===== src/rtl/adc_rd_pkg.sv =====
// adc_rd_pkg: shared state encoding for the converter read master.
// Assumes nothing beyond being compiled before the modules that import it.
package adc_rd_pkg;

    typedef enum logic [3:0] {
        ST_IDLE,
        ST_START,
        ST_ADDR,
        ST_AACK,
        ST_UPPER,
        ST_MACK1,
        ST_LOWER,
        ST_MACK2,
        ST_STOP
    } rd_state_t;

endpackage


===== src/rtl/adc_rd_phase.sv =====
// adc_rd_phase: divides the system clock into four quarter phases per bit slot.
// Assumes DIV_Q >= 2. While run is low the counters sit at quarter 0.
module adc_rd_phase #(
    parameter int DIV_Q = 156
) (
    input  logic       clk,
    input  logic       rst_n,
    input  logic       run,
    output logic [1:0] q,
    output logic       tick
);
    localparam int CW = (DIV_Q > 2) ? $clog2(DIV_Q) : 1;
    localparam logic [CW-1:0] LAST = CW'(DIV_Q - 1);

    logic [CW-1:0] cnt;

    assign tick = run && (cnt == LAST);

    // Count system clocks within a quarter and step the quarter index.
    always_ff @(posedge clk) begin
        if (!rst_n || !run) begin
            cnt <= '0;
            q   <= 2'd0;
        end else if (tick) begin
            cnt <= '0;
            q   <= q + 2'd1;
        end else begin
            cnt <= cnt + 1'b1;
        end
    end


    q_hold_chk: assert property (@(posedge clk) disable iff (!rst_n)
        (run && !tick) |=> (q == $past(q)));

endmodule


===== src/rtl/adc_rd_frame.sv =====
// adc_rd_frame: shifts in the two bytes of a frame and emits one sample.
// Assumes shift_en marks each sampled bit, with up_last/lo_last on the
// eighth bit of the upper and lower byte respectively.
module adc_rd_frame #(
    parameter int BYTE_W = 8,
    parameter int SMP_W  = 12
) (
    input  logic             clk,
    input  logic             rst_n,
    input  logic             shift_en,
    input  logic             bit_in,
    input  logic             up_last,
    input  logic             lo_last,
    output logic [SMP_W-1:0] data,
    output logic             valid,
    output logic             fmt_err
);
    localparam int HI_W  = SMP_W - BYTE_W;
    localparam int HDR_W = BYTE_W - HI_W;

    logic [BYTE_W-1:0] sh;
    logic [BYTE_W-1:0] up_r;
    logic [BYTE_W-1:0] nxt;

    assign nxt = {sh[BYTE_W-2:0], bit_in};

    // Shift register and upper-byte hold.
    always_ff @(posedge clk) begin
        if (!rst_n) begin
            sh   <= '0;
            up_r <= '0;
        end else if (shift_en) begin
            sh <= nxt;
            if (up_last) up_r <= nxt;
        end
    end

    // Sample word, header check and one-cycle strobe.
    always_ff @(posedge clk) begin
        if (!rst_n) begin
            data    <= '0;
            valid   <= 1'b0;
            fmt_err <= 1'b0;
        end else begin
            valid <= shift_en && lo_last;
            if (shift_en && lo_last) begin
                data    <= {up_r[HI_W-1:0], nxt};
                fmt_err <= |up_r[BYTE_W-1:BYTE_W-HDR_W];
            end
        end
    end


    valid_pulse_chk: assert property (@(posedge clk) disable iff (!rst_n)
        valid |=> !valid);

endmodule


===== src/rtl/adc_stream_reader.sv =====
// adc_stream_reader: I2C master reading 12-bit frames from a read-only
// converter, in single-shot or continuous mode.
// Assumes sda_in is synchronous to clk, no clock stretching and a single master.
module adc_stream_reader
    import adc_rd_pkg::*;
#(
    parameter int          DIV_Q    = 156,
    parameter logic [3:0]  DEV_CODE = 4'b1001,
    parameter logic [2:0]  DEV_SEL  = 3'b000
) (
    input  logic        clk,
    input  logic        rst_n,
    input  logic        go,
    input  logic        cont_mode,
    input  logic        stop_req,
    input  logic        sda_in,
    output logic        scl_low,
    output logic        sda_low,
    output logic        busy,
    output logic [11:0] smp_data,
    output logic        smp_valid,
    output logic        fmt_err,
    output logic        addr_err
);
    localparam logic [7:0] ADDR_BYTE = {DEV_CODE, DEV_SEL, 1'b1};

    rd_state_t  st;
    logic [2:0] bit_n;
    logic       mode_r;
    logic       stop_pend;
    logic       keep_on;
    logic [1:0] q;
    logic       tick;
    logic       mid_low, samp, slot_end;
    logic       in_data;

    adc_rd_phase #(.DIV_Q(DIV_Q)) u_phase (
        .clk  (clk),
        .rst_n(rst_n),
        .run  (st != ST_IDLE),
        .q    (q),
        .tick (tick)
    );

    assign mid_low  = tick && (q == 2'd0);
    assign samp     = tick && (q == 2'd2);
    assign slot_end = tick && (q == 2'd3);
    assign busy     = (st != ST_IDLE);
    assign in_data  = (st == ST_ADDR) || (st == ST_AACK) || (st == ST_UPPER) ||
                      (st == ST_MACK1) || (st == ST_LOWER) || (st == ST_MACK2);

    // SCL is pulled low in the first half of every clocked slot.
    always_comb begin
        scl_low = 1'b0;
        if (in_data || st == ST_STOP) scl_low = (q < 2'd2);
    end

    // Slot sequencer: state and bit index advance at the end of each slot.
    always_ff @(posedge clk) begin
        if (!rst_n) begin
            st     <= ST_IDLE;
            bit_n  <= 3'd7;
            mode_r <= 1'b0;
        end else begin
            case (st)
                ST_IDLE: if (go) begin
                    st     <= ST_START;
                    mode_r <= cont_mode;
                end
                ST_START: if (slot_end) begin
                    st    <= ST_ADDR;
                    bit_n <= 3'd7;
                end
                ST_ADDR: if (slot_end) begin
                    if (bit_n == 3'd0) st <= ST_AACK;
                    else               bit_n <= bit_n - 3'd1;
                end
                ST_AACK: if (slot_end) begin
                    if (addr_err) st <= ST_STOP;
                    else begin
                        st    <= ST_UPPER;
                        bit_n <= 3'd7;
                    end
                end
                ST_UPPER: if (slot_end) begin
                    if (bit_n == 3'd0) st <= ST_MACK1;
                    else               bit_n <= bit_n - 3'd1;
                end
                ST_MACK1: if (slot_end) begin
                    st    <= ST_LOWER;
                    bit_n <= 3'd7;
                end
                ST_LOWER: if (slot_end) begin
                    if (bit_n == 3'd0) st <= ST_MACK2;
                    else               bit_n <= bit_n - 3'd1;
                end
                ST_MACK2: if (slot_end) begin
                    if (keep_on) begin
                        st    <= ST_UPPER;
                        bit_n <= 3'd7;
                    end else begin
                        st <= ST_STOP;
                    end
                end
                ST_STOP: if (slot_end) st <= ST_IDLE;
                default: st <= ST_IDLE;
            endcase
        end
    end

    // SDA drive: changes only at mid-low, except for start and stop edges.
    always_ff @(posedge clk) begin
        if (!rst_n) begin
            sda_low <= 1'b0;
            keep_on <= 1'b0;
        end else begin
            case (st)
                ST_START: if (tick && q == 2'd1) sda_low <= 1'b1;
                ST_ADDR:  if (mid_low) sda_low <= !ADDR_BYTE[bit_n];
                ST_AACK, ST_UPPER, ST_LOWER: if (mid_low) sda_low <= 1'b0;
                ST_MACK1: if (mid_low) sda_low <= 1'b1;
                ST_MACK2: if (mid_low) begin
                    sda_low <= mode_r && !stop_pend;
                    keep_on <= mode_r && !stop_pend;
                end
                ST_STOP: begin
                    if (mid_low)   sda_low <= 1'b1;
                    else if (samp) sda_low <= 1'b0;
                end
                default: sda_low <= 1'b0;
            endcase
        end
    end

    // Address-acknowledge error flag, cleared by the next accepted start.
    always_ff @(posedge clk) begin
        if (!rst_n)                              addr_err <= 1'b0;
        else if (st == ST_IDLE && go)            addr_err <= 1'b0;
        else if (st == ST_AACK && samp && sda_in) addr_err <= 1'b1;
    end

    // Stop request latch; requests while idle are dropped.
    always_ff @(posedge clk) begin
        if (!rst_n || st == ST_IDLE) stop_pend <= 1'b0;
        else if (stop_req)           stop_pend <= 1'b1;
    end

    adc_rd_frame #(.BYTE_W(8), .SMP_W(12)) u_frame (
        .clk     (clk),
        .rst_n   (rst_n),
        .shift_en(samp && (st == ST_UPPER || st == ST_LOWER)),
        .bit_in  (sda_in),
        .up_last (st == ST_UPPER && bit_n == 3'd0),
        .lo_last (st == ST_LOWER && bit_n == 3'd0),
        .data    (smp_data),
        .valid   (smp_valid),
        .fmt_err (fmt_err)
    );


    sda_during_high_chk: assert property (@(posedge clk) disable iff (!rst_n)
        (in_data && !scl_low && $past(!scl_low) && $past(in_data)) |-> $stable(sda_low));


    idle_release_chk: assert property (@(posedge clk) disable iff (!rst_n)
        (st == ST_IDLE) |-> (!scl_low && !sda_low && !smp_valid));


    addr_nak_chk: assert property (@(posedge clk) disable iff (!rst_n)
        (st == ST_AACK && samp && sda_in) |=> addr_err);


    no_sample_on_err_chk: assert property (@(posedge clk) disable iff (!rst_n)
        addr_err |-> !smp_valid);


    single_nak_chk: assert property (@(posedge clk) disable iff (!rst_n)
        (st == ST_MACK2 && !mode_r) |-> !sda_low);


    stop_cause_chk: assert property (@(posedge clk) disable iff (!rst_n)
        (st == ST_STOP) |-> (!mode_r || stop_pend || addr_err));


    upper_ack_chk: assert property (@(posedge clk) disable iff (!rst_n)
        (st == ST_MACK1 && q >= 2'd1) |-> sda_low);

endmodule


===== config.mk =====
export PLATFORM = sky130hd
export DESIGN_NAME = adc_stream_reader
export DESIGN_NICKNAME = d
export VERILOG_FILES = /design/src/rtl/adc_rd_pkg.sv /design/src/rtl/adc_rd_phase.sv /design/src/rtl/adc_rd_frame.sv /design/src/rtl/adc_stream_reader.sv
export SDC_FILE = /design/constraint.sdc
export NUM_CORES = 1
export LEC_CHECK = 0
export ABC_AREA = 1
export CAP_MARGIN = 20
export CORE_MARGIN = 4
export CORE_UTILIZATION = 60
export CTS_CLUSTER_SIZE = 40
export DETAILED_ROUTE_END_ITERATION = 10
export PLACE_DENSITY = 0.84
export SETUP_SLACK_MARGIN = 0.1
export SLEW_MARGIN = 10
export SYNTH_ARGS = -nofsm -noshare
export SYNTH_HDL_FRONTEND = slang
export SYNTH_SLANG_ARGS = --single-unit

===== constraint.sdc =====
create_clock -name clk -period 4.03 [get_ports clk]
set_input_delay 0.806 -clock clk [delete_from_list [all_inputs] [get_ports clk]]
set_output_delay 0.806 -clock clk [all_outputs]
set_load 0.05 [all_outputs]

Yosys cells after proc, flatten, opt, wreduce, memory -nomap -nowiden
Memory sizes are Yosys's and may differ from the RTL's. A register that Yosys moved wholly into a read port is not among the register bits.
Cells that the tools add are included.
{"block": "totals", "reg_bits": 51, "romBits": 8, "out_inout_bits": 18, "mem_count": 1}
{"name": "(name not given)", "depth": 8, "width": 1, "read_ports": 1, "rd_clocked_by_memory_dff": 1, "write_ports": 0, "line_no": "adc_stream_reader.sv:119", "text": "ST_ADDR: if (mid_low) sda_low <= !ADDR_BYTE[bit_n];"}
{"block": "classes", "addsub": 3, "n_lt_le_gt_ge": 2, "eq_ne": 35, "mux": 35, "bitwise_logic": 1, "reduce_logical": 43}
{"operator": "two-way mux 4 bit", "count": 14}
{"operator": "case mux 4 bit (9 select lines)", "count": 1}
{"operator": "inequality test 2 bit, second input constant", "count": 17}
{"operator": "two-way mux 3 bit", "count": 9}
{"operator": "equality test 4 x 3 -> 1 bit, second input constant", "count": 4}
{"operator": "logical AND 1 bit", "count": 13}
{"operator": "case mux 3 bit (4 select lines)", "count": 1}
{"operator": "AND reduction 12 bit", "count": 1}
{"operator": "inequality test 2 x 1 -> 1 bit, second input constant", "count": 5}
{"operator": "logical OR 1 bit", "count": 9}
{"operator": "two-way mux 1 bit", "count": 9}
{"operator": "adder 8 x 1 -> 8 bit, second input constant", "count": 1}
{"operator": "equality test 4 x 2 -> 1 bit, second input constant", "count": 2}
{"operator": "equality test 8 bit, second input constant", "count": 1}
{"operator": "AND reduction 8 bit", "count": 1}
{"operator": "nonzero test 4 bit", "count": 2}
{"operator": "case mux 1 bit (6 select lines)", "count": 1}
{"operator": "AND reduction 2 bit", "count": 3}
{"operator": "AND reduction 6 bit", "count": 1}
{"operator": "OR reduction 2 bit", "count": 3}
{"operator": "OR reduction 3 bit", "count": 2}
{"operator": "equality test 2 bit, second input constant", "count": 2}
{"operator": "equality test 4 x 1 -> 1 bit, second input constant", "count": 1}
{"operator": "equality test 4 bit, second input constant", "count": 1}
{"operator": "12 further kinds", "count": 15}

Longest topological paths before layout
Gate-level depths: netlist (run 1).
{"block": "depth", "depth_word": 8, "mapped_depth": 14}

Modules after synthesis
From an unflattened synthesis (run 1), not the netlist that was laid out.
{"block": "unflattened", "cells_unflattened": 342, "hier_area_um2": 2507.4}
{"module": "adc_rd_frame", "instances": 1, "cells_each": 130, "area_each_um2": 1083.5, "seq_area_each_um2": 580.6}
{"module": "adc_stream_reader", "instances": 1, "cells_each": 147, "area_each_um2": 943.4, "seq_area_each_um2": 260.2}
{"module": "adc_rd_phase", "instances": 1, "cells_each": 65, "area_each_um2": 480.5, "seq_area_each_um2": 200.2}

Worst setup path before layout (run 1)
No wires, ideal clock.
{"block": "synth_timing", "kind": "reg2out", "startpoint": "reg st[0]", "endpoint": "out scl_low", "arrival_ns": 1.588, "setup_slack_ns": 1.636, "path_stages_with_launch": 6, "cell_sequence": "dfxtp_1 > nor2_2 > nand2_1 > nor2_1 > inv_1 > a21oi_1"}
{"block": "synth_between", "elab_chain_cells": 8}
{"item": "from (decl)", "line_no": "adc_stream_reader.sv:27", "text": "rd_state_t st;"}
{"item": "from (signal assigned)", "line_no": "adc_stream_reader.sv:61", "text": "st <= ST_IDLE;"}
{"item": "from (signal assigned)", "line_no": "adc_stream_reader.sv:67", "text": "st <= ST_START;"}
{"item": "from (signal assigned)", "line_no": "adc_stream_reader.sv:71", "text": "st <= ST_ADDR;"}
{"item": "equality test 4 x 2 -> 1 bit", "line_no": "adc_stream_reader.sv:49", "text": "assign in_data = (st == ST_ADDR) || (st == ST_AACK) || (st == ST_UPPER) ||"}
{"item": "logical OR 1 bit (3 in a row)", "line_no": "adc_stream_reader.sv:49"}
{"item": "logical OR 1 bit (2 in a row)", "line_no": "adc_stream_reader.sv:50", "text": "(st == ST_MACK1) || (st == ST_LOWER) || (st == ST_MACK2);"}
{"item": "logical OR 1 bit *", "line_no": "adc_stream_reader.sv:55", "text": "if (in_data || st == ST_STOP) scl_low = (q < 2'd2);"}
{"item": "two-way mux 1 bit *", "line_no": "adc_stream_reader.sv:55"}
{"item": "to (decl)", "line_no": "adc_stream_reader.sv:17", "text": "output logic scl_low,"}
Every way passes the cells marked *; elsewhere a longest branch is shown, timed or not.

Worst setup path in the final report (run 1)
{"block": "layout_timing", "startpoint": "reg st[1]", "endpoint": "out scl_low"}
The elaborated chain is that of the path after synthesis.

==> results.yml, run 1 <==
run_status:
  status: "completed"
yosys:
  netlist_area_um2: 2350
  ys_ff_latch: 52
  synth_warnings: 0
  syn_inst: 300
  synthArstFlopShare: 0
  ys_types: 36
  ys.flop_type: "dfxtp_1"
  ys_seq_area_frac: 0.443
  synth_nets: 314
  synth_edf_count: 0
  syn_avg_cell_area_um2: 7.84
drt:
  wl_per_cell_um: 12.9
  vias: 1970
  viasPerCell: 5.28
  drtIter0Drc: 254
  wirelength_mm: 4.83
  drc: 0
  first_pass_iters: 4
  ant_nets: 0
setup_path:
  slowest_delay_ns: 0.82
  cp_max_fo: 6
  path_class: "register to primary output"
  worstPathRequired_ns: 3.22
  worst_r2r_startpoint: "st[3]"
  startpoint_type: "register"
  cp_slowest_cell: "clkdlybuf4s50_1"
  path_cells: "nor2_2 -> nand2_1 -> nor2_1 -> inv_1 -> a21oi_1 -> clkdlybuf4s50_1"
  endpoint_kind: "primary output"
  crit_start: "st[1]"
  cp.arrival_ns: 2.28
  reg2regPathDepth: 13
sta:
  hold_violations: 0
  tns_ns: 0
  finalSetupViolations: 0
  rsz0062_at_grt: "no"
  worstMarginPinSlew_ns: 0.539
  fmax_mhz: 324
  finalCriticalPeriod_ns: 3.09
  relSlewSlack: 0.640
  period_share: 0.766
  finalClockSkew_ns: 0.00904
  drv_slew: 0
cells_and_area:
  antennaDiodeCount: 0
  fin_nets: 338
  layout_common_cells: "52 x dfxtp_1, 45 x nor2_1, 37 x inv_1, 37 x nand2_1, 23 x clkdlybuf4s50_1"
  design_area_um2: 2730
  synthToLayoutAreaGrowth_pct: 16.2
  drive_gt1_frac: 0.102
  post-route-util: 0.735
  layout_commonest_cell: "dfxtp_1"
  final_cells: 373
clocking:
  clock_tree.root_cell: "clkbuf_8"
  cts_buffers: 5
  cts_max_path_buffers: 2
  htreeDepth: 2
  cts.sinks: 52
  clk_pin_slew_worst_paths_ns: 0.10
  cts_resized: 0
  cts_tree: "built"
  cts_setup_buffers: 0
  ctsHoldBuffers: 0
  insertion_delay_ns: 0.31
die:
  rows: 22
  initial_utilization: 0.633
  fp.dieArea_um2: 4980
  core-area_um2: 3720
  die_h_um: 70.6
  ios: 24
  die_x_um: 70.6
pwr:
  irDropWorstVdd_v: 0.000331
  p_per_area_nw_per_um2: 495
  power.total_mw: 1.35
  power_leakage_nw: 1.14
placement:
  gp_congestion: 0.916
  portBuffers: 23
  postPlaceCellArea_um2: 2620
  dpl.cell_count: 365
  dpl.hpwl_mm: 3.43
grt:
  grt_pass1_vias: 1830
  grt_usage: 0.204
  gr-usage-met2: 0.321
  grt_max_degree: 29
  antenna_found_initial: 0
  grt_pass1_wl_mm: 8.26
  grt.busiest_layer: "met2"
  met3_usage: 0.0526
  grtUsageMet1: 0.278
  grt.overflow.total: 0
min_path:
  hp-start: "u_phase.cnt[0]"
  holdPathStages: 1
  hp-class: "register to register"
job:
  maxCapViolations: 0
## layout make-up
cell class                 instances  area, um2
clock buffer                       5       68.8
tap                               48       60.1
inverter                          41        156
multi-input combinational        200       1120
fill                             300        985
clock inverter                     3       46.3
sequential                        52       1040
timing repair buffer              24        238
## through the flow
step	hold WS [ns]	setup WS [ns]
floorplan	0.418	1.64
global placement	0.433	1.40
detailed placement	0.449	1.33
CTS	0.467	0.962
global route	0.500	0.807
finish	0.458	0.944
## critical path: cells and delay by family, from the launching register on
family	cells	cell delay [ns]
buffers and inverters	2	0.90
AND/OR/NAND/NOR	3	0.54
flip-flops	1	0.38
AO/OA/AOI/OAI	1	0.14
## metal layers
| layer | vias to the layer above | routed length, um |
|---|---|---|
| li1 | 1030 | - |
| met1 | 881 | 2210 |
| met2 | 52 | 2300 |
| met3 | 7 | 261 |
| met4 | 0 | 55 |
| met5 | - | 0 |
## sequential cells by signal, indices dropped and copies added (netlist names), named ones only
signal	cells
keep_on	1
u_frame.sh	7
bit_n	3
sda_low	1
u_frame.up_r	8
u_frame.fmt_err	1
stop_pend	1
u_frame.data	12
mode_r	1
u_phase.q	2
addr_err	1
st	4
u_phase.cnt	8
u_frame.valid	1
## synthesized netlist by cell type, types with 5 or more instances
library cell	n	area [um2]
dfxtp_1	52	1040
a211oi_1	6	45.0
nor2_1	45	169
o21ai_2	5	43.8
o21ai_0	22	110
nand2_1	37	139
ha_1	8	100
inv_1	37	139
nand3_1	17	85.1
nor3_1	9	45.0
a21oi_1	20	100
## power by group
group          total [mW]  internal, mW  switching, mW  leakage, nW
Clock               0.366         0.187          0.178       0.0548
Combinational       0.403         0.121          0.282        0.666
Sequential          0.584         0.551         0.0337        0.421
Total                1.35         0.859          0.494         1.14
## final timing paths
kind                     to  slack, ns
max                 scl_low       0.94
min          u_phase.cnt[0]       0.46
max reg2reg        register       1.91
min reg2reg  u_phase.cnt[0]       0.46
## kinds of logic (layout without fill, tap and decap cells)
logic type / Yosys count / after routing / synth area share
AO/OA/AOI/OAI: 62 / 62 / 0.156
XOR/XNOR: 2 / 2 / 0.00745
flip-flops: 52 / 52 / 0.443
buffers and inverters: 48 / 73 / 0.0804
adder cells (fa/ha/maj): 8 / 8 / 0.0426
AND/OR/NAND/NOR: 128 / 128 / 0.270
Note: power is estimated with default switching activity, not from simulation.
==> inputs of run 2 (changes only) <==
CORE_UTILIZATION = 50   (was 60)
PLACE_DENSITY = 0.74   (was 0.84)
clock period = 2.6 ns   (was 4.03 ns; I/O delays follow)
==> run 2 against run 1 <==
  * Sequential share of layout area fell by 0.087 points
  * Clock skew rose by 0.0025 ns
  * Sequential power rose by 56%
  * First-iteration DRC count fell by 13%
  * Cell area rose by 0.23%
  * Critical path type unchanged
  * Critical endpoint is now busy
  * Largest cell class unchanged
==> results.yml, run 2 (same netlist as run 1, synthesis figures left out) <==
run_status:
  status: "completed"
sta:
  drv_slew: 0
  rsz0062_at_grt: "no"
  finalSetupViolations: 0
  tns_ns: 0
  relSlewSlack: 0.647
  period_share: 0.894
  finalClockSkew_ns: 0.0116
  fmax_mhz: 430
  worstMarginPinSlew_ns: 0.523
  hold_violations: 0
  finalCriticalPeriod_ns: 2.32
drt:
  drtIter0Drc: 221
  wirelength_mm: 4.80
  first_pass_iters: 4
  drc: 0
  wl_per_cell_um: 12.7
  ant_nets: 0
  viasPerCell: 5.24
  vias: 1982
pwr:
  power_leakage_nw: 1.15
  irDropWorstVdd_v: 0.000427
  p_per_area_nw_per_um2: 766
grt:
  grt_pass1_wl_mm: 8.38
  grt_max_degree: 23
  grt.overflow.total: 0
  antenna_found_initial: 0
  grt_usage: 0.173
  grt_pass1_vias: 1813
setup_path:
  endpoint_kind: "primary output"
  cp_max_fo: 6
  worstPathRequired_ns: 2.08
  cp.arrival_ns: 1.80
  reg2regPathDepth: 13
  startpoint_type: "register"
  crit_start: "st[3]"
  path_class: "register to primary output"
  worst_r2r_startpoint: "st[3]"
  rrSetupSlack_ns: 0.43
  endpoint: "busy"
cells_and_area:
  final_cells: 378
  layout_commonest_cell: "dfxtp_1"
  fillCellCount: 404
  fin_nets: 339
  top_regs: "u_frame.data x12, u_frame.up_r x8, u_phase.cnt x8"
  synthToLayoutAreaGrowth_pct: 16.4
  antennaDiodeCount: 0
  largest_register: "u_frame.data"
  drive_gt1_frac: 0.104
  layout_common_cells: "52 x dfxtp_1, 45 x nor2_1, 37 x inv_1, 37 x nand2_1"
  largest_register_ffs: 12
die:
  fp.dieArea_um2: 5860
  rows: 24
  ios: 24
  die_x_um: 76.6
  die_h_um: 76.6
  initial_utilization: 0.529
  core-area_um2: 4440
clocking:
  cts_resized: 0
  clk_pin_slew_worst_paths_ns: 0.09
  ctsHoldBuffers: 0
  cts.sinks: 52
  insertion_delay_ns: 0.31
  cts_tree: "built"
  cts_max_path_buffers: 2
  cts_buffers: 5
  htreeDepth: 2
  clock_tree.root_cell: "clkbuf_8"
  cts_setup_buffers: 0
placement:
  gp_congestion: 0.981
  dpl.cell_count: 370
  dpl.hpwl_mm: 3.51
  portBuffers: 23
min_path:
  holdPathStages: 1
  hp-class: "register to register"
job:
  maxCapViolations: 0
==> run 2: worst min-delay path by stage <==
stage                               from  slack, ns             end
after global placement    u_phase.cnt[0]       0.43  u_phase.cnt[0]
after floorplan           u_phase.cnt[0]       0.42  u_phase.cnt[0]
after detailed placement  u_phase.cnt[0]       0.45  u_phase.cnt[0]
final                     u_phase.cnt[0]       0.46  u_phase.cnt[0]
after CTS                 u_phase.cnt[0]       0.47  u_phase.cnt[0]
after global routing      u_phase.cnt[0]       0.49  u_phase.cnt[0]
==> run 2: through the flow <==
stage,area [um2],hold WS (ns),setup WS (ns),utilization,total power [mW]
after global placement,2630,0.434,0.565,0.591,1.54
after detailed placement,2630,0.449,0.474,0.591,1.54
after global routing,2740,0.495,0.195,0.616,2.22
after floorplan,2350,0.418,0.492,-,1.38
after CTS,2740,0.467,0.262,0.616,2.10
final,2740,0.461,0.276,0.616,2.10
==> run 2: final cells by class <==
| cell class | instances | area [um2] | share of cell area |
|---|---|---|---|
| Inverter | 41 | 156 | 0.0571 |
| Clock buffer | 6 | 72.6 | 0.0265 |
| Tap cell | 52 | 65.1 | 0.0238 |
| Sequential cell | 52 | 1040 | 0.380 |
| Timing Repair Buffer | 25 | 243 | 0.0887 |
| Multi-Input combinational cell | 200 | 1120 | 0.410 |
| Clock inverter | 2 | 38.8 | 0.0142 |
==> run 2: critical path, stage by stage (launching register included) <==
cell and delay (ns):
dfxtp_1 0.47, nor2_2 0.12, nand2_4 0.11, clkdlybuf4s50_1 0.81
==> run 2: routing by layer <==
metal / global-route usage / vias up / wire length (um) / part of all wire
li1: - / 1032 / - / -
met1: 0.238 / 881 / 2330 / 0.49
met2: 0.270 / 61 / 2080 / 0.43
met3: 0.0366 / 8 / 309 / 0.064
met4: 0.0598 / 0 / 79 / 0.016
met5: 0 / - / 0 / 0
==> run 2: where the power goes <==
part           switching (mW)  internal, mW
clock                   0.276         0.291
sequential             0.0555         0.854
combinational           0.436         0.185
total                   0.767          1.33
==> inputs of run 3 (changes only) <==
CORE_UTILIZATION = 30   (was 50)
PLACE_DENSITY = unset   (was 0.74)
==> run 3 against run 2 <==
  * Clock power decreased by 14%
  * Non-clock buffer count unchanged
  * First-iteration DRC count decreased by 46%
  * Wire length decreased by 0.67%
  * Clock skew increased by 0.0049 ns
  * Global-route usage decreased by 6.3 points
  * Maximum frequency decreased by 1.0%
  * Critical endpoint unchanged
==> results.yml, run 3 (same netlist as run 1, synthesis figures left out) <==
cells_and_area:
  fin_nets: 339
  post-route-util: 0.362
  layout_commonest_cell: "dfxtp_1"
  design_area_um2: 2780
  layout_common_cells: "52 x dfxtp_1, 45 x nor2_1, 37 x inv_1, 37 x nand2_1"
  synthToLayoutAreaGrowth_pct: 18.4
  final_cells: 428
  largest_register_ffs: 12
  antennaDiodeCount: 0
  top_regs: "u_frame.data x12, u_frame.up_r x8, u_phase.cnt x8"
  drive_gt1_frac: 0.107
  largest_register: "u_frame.data"
  fillCellCount: 827
clocking:
  ctsHoldBuffers: 0
  clk_pin_slew_worst_paths_ns: 0.10
  cts_setup_buffers: 0
  clock_tree.root_cell: "clkbuf_8"
  cts_resized: 0
  cts.sinks: 52
  htreeDepth: 2
  cts_tree: "built"
  insertion_delay_ns: 0.32
  cts_buffers: 5
  cts_max_path_buffers: 2
drt:
  drc: 0
  vias: 1928
  wirelength_mm: 4.77
  drtIter0Drc: 119
  wl_per_cell_um: 11.1
  viasPerCell: 4.50
  ant_nets: 0
  first_pass_iters: 4
sta:
  finalClockSkew_ns: 0.0164
  worstMarginPinSlew_ns: 0.510
  period_share: 0.903
  tns_ns: 0
  finalSetupViolations: 0
  relSlewSlack: 0.659
  drv_slew: 0
  setup_ws_ns: 0.252
  rsz0062_at_grt: "no"
  hold_violations: 0
  finalCriticalPeriod_ns: 2.35
  fmax_mhz: 426
setup_path:
  critPathTopFamily: "buffers and inverters"
  path_class: "register to primary output"
  startpoint_type: "register"
  path_cells: "nor2_2 -> nand2_4 -> clkdlybuf4s50_1"
  cp_slowest_cell: "clkdlybuf4s50_1"
  endpoint_kind: "primary output"
  cp_max_fo: 6
  crit_buf_inv: 1
  worstPathRequired_ns: 2.08
  cp.arrival_ns: 1.83
  slowest_delay_ns: 0.81
pwr:
  p_per_area_nw_per_um2: 725
  power_leakage_nw: 1.14
  irDropWorstVdd_v: 0.000258
grt:
  grt_pass1_vias: 1789
  grt.overflow.total: 0
  grt_max_degree: 28
  antenna_found_initial: 0
  grt_pass1_wl_mm: 8.15
  grt_usage: 0.111
placement:
  postPlaceCellArea_um2: 2690
  dpl.cell_count: 420
  dpl.hpwl_mm: 3.48
  dp_slack_ns: 0.501
  portBuffers: 23
  gp_congestion: 0.888
job:
  maxCapViolations: 0
die:
  initial_utilization: 0.306
  rows: 32
  core-area_um2: 7690
  die_h_um: 96.5
  ios: 24
  die_x_um: 96.5
  fp.dieArea_um2: 9320
run_status:
  status: "completed"
min_path:
  hp-class: "register to register"
run 3: cell count changes in the layout (fill, tap and decap cells not counted):
cell | previous run | this run
inv_8 | 0 | 1
clkinvlp_4 | 0 | 2
clkbuf_1 | 1 | 0
inv_6 | 1 | 0
bufinv_16 | 1 | 0
run 3: cell type report:
| cell class | count | area, um2 | area share |
|---|---|---|---|
| inverters | 41 | 156 | 0.0562 |
| well taps | 102 | 128 | 0.0458 |
| repair buffers | 25 | 243 | 0.0872 |
| multi-input cells | 200 | 1120 | 0.403 |
| clock buffers | 5 | 68.8 | 0.0247 |
| clock inverters | 3 | 26.3 | 0.00944 |
| flip-flops and latches | 52 | 1040 | 0.374 |
run 3: path summary, 6_finish.rpt:
| path | cells after the start | to | startpoint | slack (ns) |
|---|---|---|---|---|
| worst max-delay path | 3 | busy | st[3] | 0.25 |
| worst min-delay path | 1 | u_phase.cnt[0] | u_phase.cnt[0] | 0.46 |
| worst max register to register | 13 | register | st[3] | 0.51 |
| worst min register to register | 1 | u_phase.cnt[0] | u_phase.cnt[0] | 0.46 |
run 3: metal layers:
metal / global-route usage / wire (um) / vias up
met5: 0 / 0 / -
met4: 0.0467 / 82 / 0
met3: 0.0240 / 130 / 8
met2: 0.165 / 2100 / 21
met1: 0.154 / 2460 / 872
li1: - / - / 1027
run 3: per-stage QoR:
| step | hold slack [ns] | power, mW |
|---|---|---|
| floorplan | 0.418 | 1.38 |
| global placement | 0.432 | 1.54 |
| detailed placement | 0.443 | 1.54 |
| CTS | 0.458 | 2.04 |
| global route | 0.495 | 2.15 |
| finish | 0.457 | 2.02 |
run 3: power by group:
group | switching (mW) | total [mW] | leakage (nW) | internal [mW]
combinational | 0.438 | 0.623 | 0.672 | 0.185
clock | 0.291 | 0.487 | 0.0423 | 0.196
sequential | 0.0538 | 0.908 | 0.421 | 0.854
total | 0.783 | 2.02 | 1.14 | 1.24
